$ cat config.mk
export PLATFORM = sky130hd
export DESIGN_NAME = board_ctrl_regs
export DESIGN_NICKNAME = d
export VERILOG_FILES = /design/src/rtl/board_ctrl_pkg.sv /design/src/rtl/board_ctrl_decode.sv /design/src/rtl/board_ctrl_store.sv /design/src/rtl/board_ctrl_lock_stat.sv /design/src/rtl/board_ctrl_rd_path.sv /design/src/rtl/board_ctrl_regs.sv
export SDC_FILE = /design/constraint.sdc
export NUM_CORES = 1
export LEC_CHECK = 0
export CORE_ASPECT_RATIO = 0.9
export CORE_MARGIN = 3
export CORE_UTILIZATION = 60
export DETAILED_ROUTE_END_ITERATION = 7
export PLACE_DENSITY = 0.82
export SLEW_MARGIN = 10
export SYNTH_ARGS = -nofsm -noshare
export SYNTH_HDL_FRONTEND = slang
export SYNTH_SLANG_ARGS = --single-unit
$ cat constraint.sdc
create_clock -name clk -period 4.4 [get_ports clk]
set_input_delay 0.88 -clock clk [delete_from_list [all_inputs] [get_ports clk]]
set_output_delay 0.88 -clock clk [all_outputs]
set_load 0.01 [all_outputs]
$ cat src/rtl/board_ctrl_pkg.sv
package board_ctrl_pkg;

    localparam int ADDR_W  = 12;
    localparam int DATA_W  = 32;
    localparam int LOCK_CH = 8;

    localparam logic [ADDR_W-1:0] OFF_CFG0 = 12'h000;
    localparam logic [ADDR_W-1:0] OFF_CFG1 = 12'h004;
    localparam logic [ADDR_W-1:0] OFF_CFG2 = 12'h008;
    localparam logic [ADDR_W-1:0] OFF_CFG3 = 12'h00C;
    localparam logic [ADDR_W-1:0] OFF_CFG4 = 12'h010;
    localparam logic [ADDR_W-1:0] OFF_CFG5 = 12'h014;
    localparam logic [ADDR_W-1:0] OFF_CFG6 = 12'h018;
    localparam logic [ADDR_W-1:0] OFF_LOCK = 12'h100;
    localparam logic [ADDR_W-1:0] OFF_AID  = 12'hFF8;
    localparam logic [ADDR_W-1:0] OFF_ID   = 12'hFFC;

    localparam logic [11:0] PART_FULL = 12'h524;
    localparam logic [11:0] PART_ALT  = 12'h547;

    localparam logic [LOCK_CH-1:0] LOCK_MASK_RST = '1;

    typedef enum logic [3:0] {
        SEL_NONE,
        SEL_CFG0,
        SEL_CFG1,
        SEL_CFG2,
        SEL_CFG3,
        SEL_CFG4,
        SEL_CFG5,
        SEL_CFG6,
        SEL_LOCK,
        SEL_AID,
        SEL_ID
    } reg_sel_e;

    typedef struct packed {
        logic              rd;
        logic              wr;
        reg_sel_e          sel;
        logic [DATA_W-1:0] wdata;
    } bus_req_t;

    localparam int NUM_STORE = 5;

    function automatic reg_sel_e store_slot(input int idx);
        case (idx)
            0:       return SEL_CFG0;
            1:       return SEL_CFG1;
            2:       return SEL_CFG2;
            3:       return SEL_CFG5;
            default: return SEL_CFG6;
        endcase
    endfunction

    function automatic logic [11:0] part_of(input logic [DATA_W-1:0] id_word);
        return id_word[15:4];
    endfunction

    function automatic logic part_has_mid(input logic [11:0] part);
        return (part == PART_FULL) || (part == PART_ALT);
    endfunction

    function automatic logic part_has_top(input logic [11:0] part);
        return part == PART_FULL;
    endfunction

    function automatic reg_sel_e decode_offset(input logic [ADDR_W-1:0] addr,
                                               input logic [11:0] part);
        reg_sel_e sel;
        sel = SEL_NONE;
        if (addr[1:0] == 2'b00) begin
            case (addr)
                OFF_CFG0: sel = SEL_CFG0;
                OFF_CFG1: sel = SEL_CFG1;
                OFF_CFG2: sel = part_has_mid(part) ? SEL_CFG2 : SEL_NONE;
                OFF_CFG3: sel = SEL_CFG3;
                OFF_CFG4: sel = SEL_CFG4;
                OFF_CFG5: sel = part_has_mid(part) ? SEL_CFG5 : SEL_NONE;
                OFF_CFG6: sel = part_has_top(part) ? SEL_CFG6 : SEL_NONE;
                OFF_LOCK: sel = SEL_LOCK;
                OFF_AID:  sel = SEL_AID;
                OFF_ID:   sel = SEL_ID;
                default:  sel = SEL_NONE;
            endcase
        end
        return sel;
    endfunction

    function automatic logic lock_summary(input logic [LOCK_CH-1:0] locked,
                                          input logic [LOCK_CH-1:0] mask);
        return &(locked | ~mask);
    endfunction

endpackage

$ cat src/rtl/board_ctrl_decode.sv
module board_ctrl_decode
    import board_ctrl_pkg::*;
#(
    parameter logic [DATA_W-1:0] ID_VAL = 32'h4105_5240
) (
    input  logic              bus_valid,
    input  logic              bus_write,
    input  logic [ADDR_W-1:0] bus_addr,
    input  logic [DATA_W-1:0] bus_wdata,
    output bus_req_t          req
);

    localparam logic [11:0] PART = part_of(ID_VAL);

    always_comb begin
        req.rd    = bus_valid && !bus_write;
        req.wr    = bus_valid && bus_write;
        req.sel   = decode_offset(bus_addr, PART);
        req.wdata = bus_wdata;
    end

endmodule

$ cat src/rtl/board_ctrl_store.sv
module board_ctrl_store
    import board_ctrl_pkg::*;
#(
    parameter int NUM = NUM_STORE
) (
    input  logic                        clk,
    input  logic                        rst,
    input  logic                        wr_en,
    input  reg_sel_e                    wr_sel,
    input  logic [DATA_W-1:0]           wr_data,
    output logic [NUM-1:0][DATA_W-1:0]  word_q
);

    for (genvar g = 0; g < NUM; g++) begin : g_slot
        localparam reg_sel_e MY_SEL = store_slot(g);
        always_ff @(posedge clk) begin
            if (rst) begin
                word_q[g] <= '0;
            end else if (wr_en && (wr_sel == MY_SEL)) begin
                word_q[g] <= wr_data;
            end
        end
    end

endmodule

$ cat src/rtl/board_ctrl_lock_stat.sv
module board_ctrl_lock_stat
    import board_ctrl_pkg::*;
(
    input  logic               clk,
    input  logic               rst,
    input  logic               wr_en,
    input  reg_sel_e           wr_sel,
    input  logic [LOCK_CH-1:0] mask_wdata,
    input  logic [LOCK_CH-1:0] locked_i,
    output logic [DATA_W-1:0]  stat_word
);

    localparam int PAD_W = DATA_W - 2 * LOCK_CH - 1;

    logic [LOCK_CH-1:0] mask_q;

    always_ff @(posedge clk) begin
        if (rst) begin
            mask_q <= LOCK_MASK_RST;
        end else if (wr_en && (wr_sel == SEL_LOCK)) begin
            mask_q <= mask_wdata;
        end
    end

    always_comb begin
        stat_word = {mask_q, locked_i, {PAD_W{1'b0}}, lock_summary(locked_i, mask_q)};
    end

endmodule

$ cat src/rtl/board_ctrl_rd_path.sv
module board_ctrl_rd_path
    import board_ctrl_pkg::*;
#(
    parameter logic [DATA_W-1:0] CFG4_VAL = 32'h0000_0003,
    parameter logic [DATA_W-1:0] AID_VAL  = 32'h0220_0A11,
    parameter logic [DATA_W-1:0] ID_VAL   = 32'h4105_5240
) (
    input  logic                              clk,
    input  logic                              rst,
    input  logic                              rd_en,
    input  reg_sel_e                          rd_sel,
    input  logic [NUM_STORE-1:0][DATA_W-1:0]  store_q,
    input  logic [DATA_W-1:0]                 stat_word,
    output logic [DATA_W-1:0]                 rdata
);

    logic [DATA_W-1:0] rd_mux;

    always_comb begin
        case (rd_sel)
            SEL_CFG0: rd_mux = store_q[0];
            SEL_CFG1: rd_mux = store_q[1];
            SEL_CFG2: rd_mux = store_q[2];
            SEL_CFG5: rd_mux = store_q[3];
            SEL_CFG6: rd_mux = store_q[4];
            SEL_CFG4: rd_mux = CFG4_VAL;
            SEL_LOCK: rd_mux = stat_word;
            SEL_AID:  rd_mux = AID_VAL;
            SEL_ID:   rd_mux = ID_VAL;
            default:  rd_mux = '0;
        endcase
    end

    always_ff @(posedge clk) begin
        if (rst) begin
            rdata <= '0;
        end else if (rd_en) begin
            rdata <= rd_mux;
        end
    end

endmodule

$ cat src/rtl/board_ctrl_regs.sv
module board_ctrl_regs
    import board_ctrl_pkg::*;
#(
    parameter int                LED_CNT  = 8,
    parameter logic [DATA_W-1:0] CFG4_VAL = 32'h0000_0003,
    parameter logic [DATA_W-1:0] AID_VAL  = 32'h0220_0A11,
    parameter logic [DATA_W-1:0] ID_VAL   = 32'h4105_5240
) (
    input  logic               clk,
    input  logic               rst,
    input  logic               bus_valid,
    input  logic               bus_write,
    input  logic [ADDR_W-1:0]  bus_addr,
    input  logic [DATA_W-1:0]  bus_wdata,
    output logic [DATA_W-1:0]  bus_rdata,
    output logic [LED_CNT-1:0] led_o,
    input  logic [LOCK_CH-1:0] dll_locked_i
);

    localparam int MASK_LSB = DATA_W - LOCK_CH;

    bus_req_t                            req;
    logic [NUM_STORE-1:0][DATA_W-1:0]    store_q;
    logic [DATA_W-1:0]                   stat_word;

    board_ctrl_decode #(.ID_VAL(ID_VAL)) u_decode (
        .bus_valid (bus_valid),
        .bus_write (bus_write),
        .bus_addr  (bus_addr),
        .bus_wdata (bus_wdata),
        .req       (req)
    );

    board_ctrl_store #(.NUM(NUM_STORE)) u_store (
        .clk     (clk),
        .rst     (rst),
        .wr_en   (req.wr),
        .wr_sel  (req.sel),
        .wr_data (req.wdata),
        .word_q  (store_q)
    );

    board_ctrl_lock_stat u_lock (
        .clk        (clk),
        .rst        (rst),
        .wr_en      (req.wr),
        .wr_sel     (req.sel),
        .mask_wdata (req.wdata[DATA_W-1:MASK_LSB]),
        .locked_i   (dll_locked_i),
        .stat_word  (stat_word)
    );

    board_ctrl_rd_path #(
        .CFG4_VAL (CFG4_VAL),
        .AID_VAL  (AID_VAL),
        .ID_VAL   (ID_VAL)
    ) u_rd (
        .clk       (clk),
        .rst       (rst),
        .rd_en     (req.rd),
        .rd_sel    (req.sel),
        .store_q   (store_q),
        .stat_word (stat_word),
        .rdata     (bus_rdata)
    );

    assign led_o = store_q[1][LED_CNT-1:0];

endmodule

# Word level (Yosys, flattened, before mapping)
# Cells that the tools add are included.
[word_totals]
ff_bits = 200
latch_bits = 0
mem_bits_rw = 0
romBits = 0
inputBits = 56
output_inout_bits = 40
word_cells = 42
n_memories = 0
[op_classes]
n_addsub = 0
mul = 0
div = 0
n_lt_le_gt_ge = 0
eq_ne = 18
shift = 0
n_mux = 3
n_bitwise = 2
reduce_logical = 12
[ops]
columns = ["cell", "count"]
rows = [
  ["one-hot mux 32 bit (9 select lines)", 1],
  ["one-hot mux 4 bit (10 select lines)", 1],
  ["== test 12 x 5 -> 1 bit, second input constant", 3],
  ["== test 12 bit, second input constant", 2],
  ["== test 12 x 4 -> 1 bit, second input constant", 2],
  ["== test 12 x 3 -> 1 bit, second input constant", 1],
  ["== test 12 x 9 -> 1 bit, second input constant", 1],
  ["== test 4 x 3 -> 1 bit, second input constant", 3],
  ["== test 4 bit, second input constant", 3],
  ["zero test 12 bit", 1],
  ["== test 4 x 2 -> 1 bit, second input constant", 2],
  ["logical AND 1 bit", 8],
  ["NOT 8 bit", 1],
  ["bitwise OR 8 bit", 1],
  ["AND reduction 8 bit", 1],
  ["== test 4 x 1 -> 1 bit, second input constant", 1],
  ["two-way mux 4 bit", 1],
  ["zero test 2 bit", 1],
  ["zero test 1 bit", 1],
]

# Depth between registers and ports, before layout
[logic_depth]
ltp_word = 5
depth_mapped = 9
ltp_nobuf = 5

# Hierarchy
# Synthesis repeated with hierarchy kept, for this count alone.
[unflattened]
cells_unflattened = 1008
hier_area_um2 = 10163.5
[modules_own_cells]
columns = ["mod", "instances", "cells_per_inst", "area_each_um2", "seq_area_each_um2"]
rows = [
  ["board_ctrl_store", 1, 559, 6337.3, 3203.1],
  ["board_ctrl_rd_path", 1, 329, 2879.0, 640.6],
  ["board_ctrl_lock_stat", 1, 67, 569.3, 160.2],
  ["board_ctrl_decode", 1, 53, 377.9, 0.0],
]

# Least setup slack after synthesis
# OpenSTA, ideal clock, no wires.
[synth_path]
path_kind = "input port to flip-flop"
startpoint = "input port bus_addr[4]"
endpoint = "register u_lock.mask_q[5]"
setup_ps = 120
arrival_ps = 2723
t_required_ps = 4280
slack_ps = 1557
cell_stages = 9
path_buffers = 4
path_cell_list = "buf_6 or4_1 buf_2 nor4_4 and2b_1 buf_6 buf_6 nor2_1 a211o_1"
[synth_between]
elab_chain_len = 5
elab_cells_between_ends = 14
cone_classes = "eq/ne: 10; mux: 2; reduce/logical: 2"
[synth_rtl]
columns = ["element", "line_no", "source"]
rows = [
  ["start, declared", "board_ctrl_regs.sv:13", "input logic [ADDR_W-1:0] bus_addr,"],
  ["== test 12 bit (tied with other cells)", "board_ctrl_pkg.sv:73", "case (addr)"],
  ["one-hot mux 4 bit (10 select lines) *", "board_ctrl_pkg.sv:73", ""],
  ["two-way mux 4 bit *", "board_ctrl_pkg.sv:72", "if (addr[1:0] == 2'b00) begin"],
  ["== test 4 bit *", "board_ctrl_lock_stat.sv:20", "end else if (wr_en && (wr_sel == SEL_LOCK)) begin"],
  ["logical AND 1 bit *", "board_ctrl_lock_stat.sv:20", ""],
  ["end signal, assigned", "board_ctrl_lock_stat.sv:21", "mask_q <= mask_wdata;"],
  ["end, declared", "board_ctrl_lock_stat.sv:15", "logic [LOCK_CH-1:0] mask_q;"],
]
# Every way passes the cells marked *; elsewhere a longest branch is shown, timed or not.
# A chain may end at the register's enable or synchronous reset.

# Worst setup path after layout
[layout_path]
startpoint = "input port bus_addr[8]"
endpoint = "register u_store.word_q[6] (netlist name)"
[layout_between]
elab_chain_len = 5
elab_cells_between_ends = 14
cone_classes = "eq/ne: 10; mux: 2; reduce/logical: 2"
[layout_rtl]
columns = ["element", "line_no", "source"]
rows = [
  ["== test 12 bit (tied with other cells)", "board_ctrl_pkg.sv:73", ""],
  ["one-hot mux 4 bit (10 select lines) *", "board_ctrl_pkg.sv:73", ""],
  ["two-way mux 4 bit *", "board_ctrl_pkg.sv:72", ""],
  ["== test 4 x 1 -> 1 bit *", "board_ctrl_store.sv:19", "end else if (wr_en && (wr_sel == MY_SEL)) begin"],
  ["logical AND 1 bit *", "board_ctrl_store.sv:19", ""],
  ["end signal, assigned by index", "board_ctrl_store.sv:20", "word_q[g] <= wr_data;"],
  ["end, declared", "board_ctrl_store.sv:11", "output logic [NUM-1:0][DATA_W-1:0] word_q"],
]
# Marked as above.

==> results.sh <==
export IMPL_htreeDepth=4
export IMPL_grt_pass1_wl_um=42400
export IMPL_cellLeakagePower_nw=3.33
export IMPL_die_h_um=119
export IMPL_critical_path_buf_inv_count=3
export IMPL_avgSynthCellArea_um2=7.92
export IMPL_min_period_over_period_pct=79.3
export IMPL_fin_crit_ns=3.49
export IMPL_outcome="completed"
export IMPL_start_util_pct=62.4
export IMPL_viasPerCell=6.37
export IMPL_place_area_mm2=0.00959
export IMPL_cts_inserted_buffers=17
export IMPL_dieWidth_um=131
export IMPL_wl_per_cell_um=20.5
export IMPL_holdBufCountCts=0
export IMPL_syn_to_final_growth_pct=19.5
export IMPL_tns_ns=0
export IMPL_crit_path_top_delay_cell="or3_1"
export IMPL_critical_path_class="input port to register"
export IMPL_diodes=0
export IMPL_tightestPinTransition_ns=1.07
export IMPL_die_area_mm2=0.0156
export IMPL_finalInstanceArea_mm2=0.0102
export IMPL_cts_sinks=200
export IMPL_clk_latency_ns=0.44
export IMPL_vias=8510
export IMPL_required_ns=4.67
export IMPL_utilization_pct=74.6
export IMPL_regArea_mm2=0.00400
export IMPL_io_buffers=95
export IMPL_max_freq_mhz=287
export IMPL_synth_seq_cells=200
export IMPL_synth_edf_count=0
export IMPL_rsz0062_at_grt="no"
export IMPL_hold_class="register to register"
export IMPL_gr_total_overflow=0
export IMPL_ys_seq_area_share_pct=47.1
export IMPL_cp_start_kind="input port"
export IMPL_fillers=1062
export IMPL_antenna_found_initial=0
export IMPL_fin_nets=1189
export IMPL_worstReg2RegStart="u_store.word_q[16]"
export IMPL_synth_cell_type_count=45
export IMPL_crit_fanout=17
export IMPL_fp_coreArea_mm2=0.0136
export IMPL_hold_viol=0
export IMPL_ant_nets=0
export IMPL_cpLargestDelayFamily="simple AND/OR/NAND/NOR gates"
export IMPL_min_from="u_rd.rdata[4]"
export IMPL_synth_warnings=0
export IMPL_grt_max_degree=102
export IMPL_tritoncts="yes"
export IMPL_relSlewSlack_pct=28.6
export IMPL_drive_above_1_share_pct=8.73
export IMPL_power_density_mw_per_mm2=349
export IMPL_cts_resized=0
export IMPL_vdd_drop_max_mv=0.281
export IMPL_cts_root_buf="clkbuf_16"
export IMPL_synth_main_ff_cell="dfxtp_1"
export IMPL_netlist_area_mm2=0.00850
export IMPL_first_global_vias=7879
export IMPL_fp_row_count=40
export IMPL_cpPeakStageDelay_ns=0.80
export IMPL_drv_cap=0
export IMPL_clkSlewWorstSetupHoldPaths_ns=0.07
export IMPL_synth_fp_nets=1129
export IMPL_track_usage_pct=34.3
export IMPL_gp_congestion=0.924
export IMPL_syn_inst=1073
export IMPL_drtIter0Drc=1247
export IMPL_clock_skew_ns=0.00757
export IMPL_pin_count=96
export IMPL_async_flop_share_pct=0
export IMPL_drt_pass1_iter_count=8
export IMPL_endpoint_kind="register"
export IMPL_startpoint="bus_addr[8]"
export IMPL_clock_path_buffers=2
export IMPL_cts_setup_buffers=0
export IMPL_drcViolationCount=0
export IMPL_path_cells="clkdlybuf4s50_1 > buf_4 > nor4_1 > nand3_1 > or3_1 > buf_4 > nand2_1 > a21oi_1"
export IMPL_multi_input_area_mm2=0.00404
export IMPL_arrival_ns=3.75
export IMPL_cpMostUsedCell="buf_4"
export IMPL_slew_viol_final=0
export IMPL_wl_um=27400
export IMPL_dp_hpwl_um=17600
export IMPL_setup_viol=0
==> synthesized netlist by cell type, types with 2 or more instances <==
cell / instances / area, µm²
inv_1: 11 / 41.3
a222oi_1: 2 / 20.0
o21ai_0: 22 / 110
a221oi_1: 19 / 166
clkbuf_1: 63 / 236
mux2_2: 15 / 169
a21oi_1: 172 / 861
a22o_1: 17 / 149
buf_4: 11 / 82.6
nor3_1: 5 / 25.0
nand2_1: 353 / 1330
a211oi_1: 5 / 37.5
buf_6: 3 / 33.8
nor2_1: 29 / 109
or4b_1: 2 / 20.0
o31ai_1: 2 / 15.0
a2bb2oi_1: 4 / 35.0
or4_1: 3 / 22.5
mux2i_1: 15 / 150
a22oi_1: 20 / 150
nand4_1: 2 / 12.5
nor4_1: 11 / 68.8
or3_1: 5 / 31.3
nand3_1: 9 / 45.0
a21o_1: 4 / 30.0
nor2b_1: 7 / 43.8
a32oi_1: 2 / 17.5
dfxtp_1: 200 / 4000
o211ai_1: 4 / 30.0
buf_2: 18 / 90.1
o2bb2ai_1: 4 / 35.0
nor4_4: 4 / 85.1
a211o_1: 8 / 70.1
o22ai_1: 7 / 43.8
a311oi_1: 5 / 43.8
==> per-layer routing <==
layer	up-vias	wire length, µm	GRT usage [%]
met3	104	3410	9.38
li1	3819	-	-
met4	0	1040	16.4
met1	4001	10700	45.3
met5	-	0	0
met2	586	12300	52.4
==> power breakdown <==
group          switching, W  internal (W)  leakage, nW
sequential       0.00000159       0.00181         1.61
combinational      0.000122     0.0000739         1.44
clock              0.000666      0.000865        0.278
==> registers in the layout (all words and copies together) (netlist names) <==
signal / flops
u_lock.mask_q: 8
u_rd.rdata: 32
u_store.word_q: 160
==> metrics by stage <==
| stage | cells | hold WS, ns | worst slack [ns] | power [W] |
|---|---|---|---|---|
| finish | 1335 | 0.453 | 0.912 | 0.00354 |
| global route | 1335 | 0.470 | 0.911 | 0.00363 |
| CTS | 1335 | 0.451 | 1.04 | 0.00353 |
| detailed placement | 1303 | 0.441 | 0.611 | 0.00204 |
| global placement | 1303 | 0.437 | 0.602 | 0.00204 |
| floorplan | 1073 | 0.431 | 1.56 | 0.00193 |
==> cell type report <==
cell class | count | share of cell area (%)
well taps | 189 | 2.33
flip-flops and latches | 200 | 39.4
clock inverters | 8 | 0.949
multi-input cells | 766 | 39.8
repair buffers | 137 | 12.4
clock buffers | 24 | 4.64
inverters | 11 | 0.407
==> placed cells by master, fill, tap and decap left out, types with 5 or more instances in the layout <==
cell / count
a221oi_1: 19
inv_1: 11
or3_1: 5
a22o_1: 17
buf_4: 43
clkbuf_1: 5
o21ai_0: 22
a21oi_1: 172
nor2_1: 28
clkbuf_16: 17
a211o_1: 8
nor4_4: 5
mux2_2: 15
mux2i_1: 15
o22ai_1: 7
nand3_1: 9
nand2_1: 353
a211oi_1: 5
nor4_1: 11
a22oi_1: 20
clkdlybuf4s50_1: 94
a311oi_1: 5
dfxtp_1: 200
==> path summary, 6_finish.rpt <==
| kind | depth (start not counted) | slack (ns) | end |
|---|---|---|---|
| max | 8 | 0.91 | u_store.word_q[6] |
| max reg2reg | 4 | 2.97 | u_rd.rdata[16] |
| min reg2reg | 1 | 0.45 | u_rd.rdata[4] |
| min | 1 | 0.45 | u_rd.rdata[4] |
==> kinds of logic after synthesis <==
family | after synthesis | share of synthesized area [%]
DFF | 200 | 47.1
muxes | 30 | 3.75
and+or+nand+nor | 437 | 21.8
buffers and inverters | 107 | 5.74
AOI/OAI and AO/OA | 299 | 21.6
(Power assumes the default switching activity.)
